`src/rtl/spi_presc_pkg.sv`:
```
package spi_presc_pkg;

  // Half-period length in functional clock cycles: (n + 1) * 2^N
  function automatic int unsigned half_len(input int unsigned lin,
                                           input int unsigned ex);
    return (lin + 1) << ex;
  endfunction

  // Full serial clock divide ratio: 2 * (n + 1) * 2^N
  function automatic int unsigned full_ratio(input int unsigned lin,
                                             input int unsigned ex);
    return half_len(lin, ex) << 1;
  endfunction

endpackage

```
`src/rtl/presc_cfg_hold.sv`:
```
module presc_cfg_hold #(
  parameter int LIN_W    = 8,
  parameter int EXP_W    = 2,
  parameter int HALF_W   = 12,
  parameter int MIN_HALF = 2
) (
  input  logic              clk,
  input  logic              rst_n,
  input  logic              enable,
  input  logic [LIN_W-1:0]  lin_in,
  input  logic [EXP_W-1:0]  exp_in,
  output logic [HALF_W-1:0] half_q,
  output logic              illegal_q
);
  import spi_presc_pkg::*;

  logic [LIN_W-1:0] lin_q;
  logic [EXP_W-1:0] exp_q;
  logic             load_evt;
  logic             en_seen;

  // Named event: active setting is refreshed on this edge
  assign load_evt = !enable;

  always_ff @(posedge clk or negedge rst_n) begin
    if (!rst_n) begin
      lin_q <= '1;
      exp_q <= '1;
    end else if (load_evt) begin
      lin_q <= lin_in;
      exp_q <= exp_in;
    end
  end

  always_ff @(posedge clk or negedge rst_n) begin
    if (!rst_n) en_seen <= 1'b0;
    else        en_seen <= enable;
  end

  assign half_q    = HALF_W'(half_len(32'(lin_q), 32'(exp_q)));
  assign illegal_q = (half_q < HALF_W'(MIN_HALF));

  // the active setting cannot move while the block keeps running
  a_r4_hold_while_enabled: assert property (@(posedge clk) disable iff (!rst_n)
    (enable && en_seen) |-> ($stable(lin_q) && $stable(exp_q)));

endmodule

```
`src/rtl/presc_half_counter.sv`:
```
module presc_half_counter #(
  parameter int HALF_W = 12
) (
  input  logic              clk,
  input  logic              rst_n,
  input  logic              enable,
  input  logic              illegal,
  input  logic [HALF_W-1:0] half_len,
  output logic              tick
);
  logic [HALF_W-1:0] cnt;
  logic              run;
  logic              wrap_hit;

  assign run      = enable && !illegal;
  assign wrap_hit = (cnt == half_len - HALF_W'(1));

  always_ff @(posedge clk or negedge rst_n) begin
    if (!rst_n) begin
      cnt  <= '0;
      tick <= 1'b0;
    end else if (!run) begin
      cnt  <= '0;
      tick <= 1'b0;
    end else if (wrap_hit) begin
      cnt  <= '0;
      tick <= 1'b1;
    end else begin
      cnt  <= cnt + HALF_W'(1);
      tick <= 1'b0;
    end
  end

  // count never reaches the half length
  a_r1_count_in_range: assert property (@(posedge clk) disable iff (!rst_n)
    run |-> (cnt < half_len));

  // strobes are single-cycle, never back to back
  a_r1_tick_gap: assert property (@(posedge clk) disable iff (!rst_n)
    tick |=> !tick);

  // disabling reloads the counter and silences the strobe
  a_r3_reload: assert property (@(posedge clk) disable iff (!rst_n)
    !enable |=> (cnt == '0 && !tick));

endmodule

```
`src/rtl/spi_rate_prescaler.sv`:
```
module spi_rate_prescaler #(
  parameter int LIN_W    = 8,
  parameter int EXP_W    = 2,
  parameter int MIN_HALF = 2,
  localparam int HALF_W  = LIN_W + (1 << EXP_W),
  localparam int RATIO_W = HALF_W + 1
) (
  input  logic               clk,
  input  logic               rst_n,
  input  logic               enable,
  input  logic [LIN_W-1:0]   rate_lin,
  input  logic [EXP_W-1:0]   rate_exp,
  output logic               sck_toggle,
  output logic               cfg_illegal,
  output logic [RATIO_W-1:0] div_ratio
);
  import spi_presc_pkg::*;

  logic [HALF_W-1:0] active_half;

  presc_cfg_hold #(
    .LIN_W(LIN_W), .EXP_W(EXP_W), .HALF_W(HALF_W), .MIN_HALF(MIN_HALF)
  ) u_cfg (
    .clk(clk), .rst_n(rst_n), .enable(enable),
    .lin_in(rate_lin), .exp_in(rate_exp),
    .half_q(active_half), .illegal_q(cfg_illegal)
  );

  presc_half_counter #(.HALF_W(HALF_W)) u_cnt (
    .clk(clk), .rst_n(rst_n), .enable(enable),
    .illegal(cfg_illegal), .half_len(active_half),
    .tick(sck_toggle)
  );

  assign div_ratio = RATIO_W'(full_ratio(32'(rate_lin), 32'(rate_exp)));

  // a prohibited setting never strobes
  a_r5_illegal_silent: assert property (@(posedge clk) disable iff (!rst_n)
    cfg_illegal |-> !sck_toggle);

endmodule

```
`config.mk`:
```
export PLATFORM = sky130hd
export DESIGN_NAME = spi_rate_prescaler
export DESIGN_NICKNAME = d
export VERILOG_FILES = /design/src/rtl/spi_presc_pkg.sv /design/src/rtl/presc_cfg_hold.sv /design/src/rtl/presc_half_counter.sv /design/src/rtl/spi_rate_prescaler.sv
export SDC_FILE = /design/constraint.sdc
export NUM_CORES = 1
export LEC_CHECK = 0
export ABC_AREA = 1
export BUFFER_PORTS_ARGS = -buffer_cell sky130_fd_sc_hd__buf_2
export CORE_ASPECT_RATIO = 1.1
export CORE_MARGIN = 4
export CORE_UTILIZATION = 40
export CTS_BUF_LIST = sky130_fd_sc_hd__clkbuf_4 sky130_fd_sc_hd__clkbuf_8
export CTS_CLUSTER_SIZE = 25
export DETAILED_ROUTE_END_ITERATION = 10
export GPL_TIMING_DRIVEN = 0
export HOLD_SLACK_MARGIN = 0.02
export RECOVER_POWER = 25
export SLEW_MARGIN = 15
export SYNTH_ARGS = -nofsm -noshare
export SYNTH_HDL_FRONTEND = slang
export SYNTH_SLANG_ARGS = --single-unit
export TNS_END_PERCENT = 10
```
`constraint.sdc`:
```
create_clock -name clk -period 3.95 [get_ports clk]
set_input_delay 0.1975 -clock clk [delete_from_list [all_inputs] [get_ports clk]]
set_output_delay 0.1975 -clock clk [all_outputs]
set_load 0.005 [all_outputs]
```
==> metrics.csv <==
metric,value,unit
drv_cap,0,
ys_ff_latch,23,
fill_cells,646,
p_per_area,270,nW/um^2
gp_congestion,0.789,
area_growth,11.1,%
peakVddDrop,144,uV
avgSynthCellArea,6.66,um^2
path_class,register to register,
antenna_left,0,
status,finished clean,
cp.arrival,2.96,ns
path_common_cell,nand2_1,
synth_seq_area_share,0.241,
drive_gt1_frac,0.227,
portBuffers,24,
synth_area,2440,um^2
track_usage,0.168,
core_area,5840,um^2
fin_setup_tns,0,ns
cts.sinks,23,
drt-pass1-iter-count,4,
rows,29,
vias_per_cell,4.97,
yosysWarningCount,0,
post-route-min-period,2.80,ns
overflow,0,
clk_pin_slew_worst_paths,0.09,ns
grt_max_degree,24,
post_drt_wl_per_cell,12.0,um
fin_hold_ws,0.179,ns
dieArea,7420,um^2
hp-class,primary input to register,
hold_viol_final,0,
synthArstFlopShare,1.00,
drc_errors,0,
die_width,82.5,um
top_layer_used,met4,
slew_headroom,0.124,
wirelength,5.68,mm
synth_cell_types,35,
drtIter0Drc,107,
synth_cells,367,
cp_max_fo,10,
hold_buffers,1,
antenna_cells,0,
start_kind,register,
nets,414,
clock_skew,0.00665,ns
critPathMaxStageDelay,0.61,ns
cts_setup_buffers,0,
start_util,0.418,
h-tree-depth,1,
cp_slowest_cell,dfstp_2,
die_h,90.0,um
min_period_over_period,0.709,
wl_met1,3.00,mm
rsz0062_at_grt,false,
cts_made_buffers,3,
wl_met2,2.48,mm
tightest_slew,1.31,ns
setup_viol,0,
cp_data_required_time,4.11,ns
synth_edf_count,0,
wl_met3,123,um
grt_pass1_wl,10.2,mm
grt_pass1_vias,2300,
tritoncts,done,
clockRootBuffer,clkbuf_8,
ys.flop_type,dfrtp_1,
hpwl,4.63,mm
worstPathCellList,"ha_1, o21ai_1, inv_1, nand2_1, ha_1, nand3_2, nor2_2, inv_2, nor2_2, nand3_1, nand2_1, nand2_1, inv_1, nand2_2, nor2_4, buf_6, nor3_2",
syn_nets,384,
boundaryPins,28,
clockBufferDepth,2,
endpoint_kind,register,
fmax,0.357,GHz
vias,2351,
slew_violations,0,
ctsResizeCount,0,
antenna_found_initial,0,
p_leak,0.00128,uW
clk_latency,0.28,ns
[per-layer routing]
layer | GRT usage | up-vias
met5 | 0 | -
met4 | 0.0531 | 0
met3 | 0.0160 | 5
met2 | 0.253 | 27
met1 | 0.251 | 1055
li1 | - | 1264
[cells by family (layout without fill, tap and decap cells)]
logic type / count (synthesis) / in the layout / share of synthesized area
AO/OA/AOI/OAI: 22 / 22 / 0.0481
XOR/XNOR: 18 / 18 / 0.0645
adder cells (fa/ha/maj): 4 / 4 / 0.0205
buffers and inverters: 50 / 79 / 0.0860
flip-flops: 23 / 23 / 0.241
multiplexers: 11 / 11 / 0.0456
other: 1 / 1 / 0.00153
AND/OR/NAND/NOR: 238 / 238 / 0.493
[Yosys cell counts (2+ instances only)]
master    number  area [um^2]
nor2_1        19         71.3
ha_1           4         50.1
nor3_1        10         50.1
or2_1          2         12.5
xnor2_1        2         17.5
clkbuf_1       4         15.0
inv_2          6         22.5
nand3_2        7         70.1
xor2_1        16          140
nor4_1         3         18.8
nand4_1        6         37.5
nand2_1       98          368
nand3_1       60          300
nand2_2        6         37.5
o21ai_1        2         10.0
dfrtp_1       13          325
nor2_2        10         62.6
inv_1         33          124
mux2i_1       10          100
dfstp_2       10          263
o21ai_0       15         75.1
a21oi_1        3         15.0
buf_6          2         22.5
buf_2          3         15.0
nor3_2        10          100
nor2_4         3         33.8
o21ai_2        2         17.5
[cell usage in the layout (no fill, tap or decap), types with 4 or more instances in the layout]
cell type	n
mux2i_1	10
buf_2	25
nand3_1	60
o21ai_0	15
nor3_1	10
dfstp_2	10
nand4_1	6
inv_2	6
clkbuf_1	6
inv_1	33
nor2_2	10
nor2_1	19
ha_1	4
nor3_2	10
nand2_2	6
nand2_1	98
xor2_1	16
nand3_2	7
dfrtp_1	13
[worst max-delay path, delay by kind of cell, from the launching register on]
family	cells	cell delay, ns
simple gates	10	1.08
flops	1	0.61
fa+ha+maj	2	0.46
buf+inv	4	0.39
compound gates	1	0.16
[worst paths after layout]
path / slack [ns] / endpoint / cells after the start / from
max: 1.15 / u_cnt.cnt[3]$_DFF_PN0_ / 17 / u_cfg.lin_q[0]$_DFFE_PN1N_
min: 0.18 / u_cfg.lin_q[2]$_DFFE_PN1N_ / 3 / rate_lin[2]
max reg2reg: 1.15 / u_cnt.cnt[3]$_DFF_PN0_ / 17 / u_cfg.lin_q[0]$_DFFE_PN1N_
min reg2reg: 0.53 / u_cfg.lin_q[4]$_DFFE_PN1N_ / 2 / u_cfg.lin_q[4]$_DFFE_PN1N_
max in group asynchronous: 2.44 / u_cnt.cnt[4]$_DFF_PN0_ / 2 / rst_n
min in group asynchronous: 0.75 / u_cnt.cnt[3]$_DFF_PN0_ / 2 / rst_n
[cell type report]
class / instances / area, um^2 / area share
inverter: 39 / 146 / 0.0539
timing repair buffer: 25 / 128 / 0.0470
tap: 77 / 96.3 / 0.0355
sequential: 23 / 588 / 0.217
clock inverter: 1 / 5.00 / 0.00184
buffer: 11 / 63.8 / 0.0235
multi-input combinational: 294 / 1650 / 0.606
clock buffer: 3 / 41.3 / 0.0152
[flip-flops by register name, summed over array words and instances, names as in the netlist]
signal	count
u_cfg.exp_q	2
u_cnt.cnt	12
u_cfg.lin_q	8
u_cnt.tick	1
[power breakdown]
group          internal (uW)  total (uW)  switching (uW)  leakage, uW
Clock                   70.9         159            88.1    0.0000255
Combinational            107         299             192     0.000974
Sequential               255         275            19.7     0.000284
Total                    433         733             300      0.00128
[through the flow]
step / power [uW] / setup WS, ns / std cells / cell area (um^2) / util
3_3_place_gp: 577 / 1.17 / 468 / 2660 / 0.455
3_5_place_dp: 580 / 1.17 / 468 / 2660 / 0.455
4_1_cts: 743 / 1.15 / 473 / 2720 / 0.465
6_report: 733 / 1.15 / 473 / 2710 / 0.465
5_1_grt: 800 / 0.867 / 473 / 2710 / 0.465
2_1_floorplan: 509 / 1.47 / 367 / 2440 / -
Power figures use the tool's default switching activity.
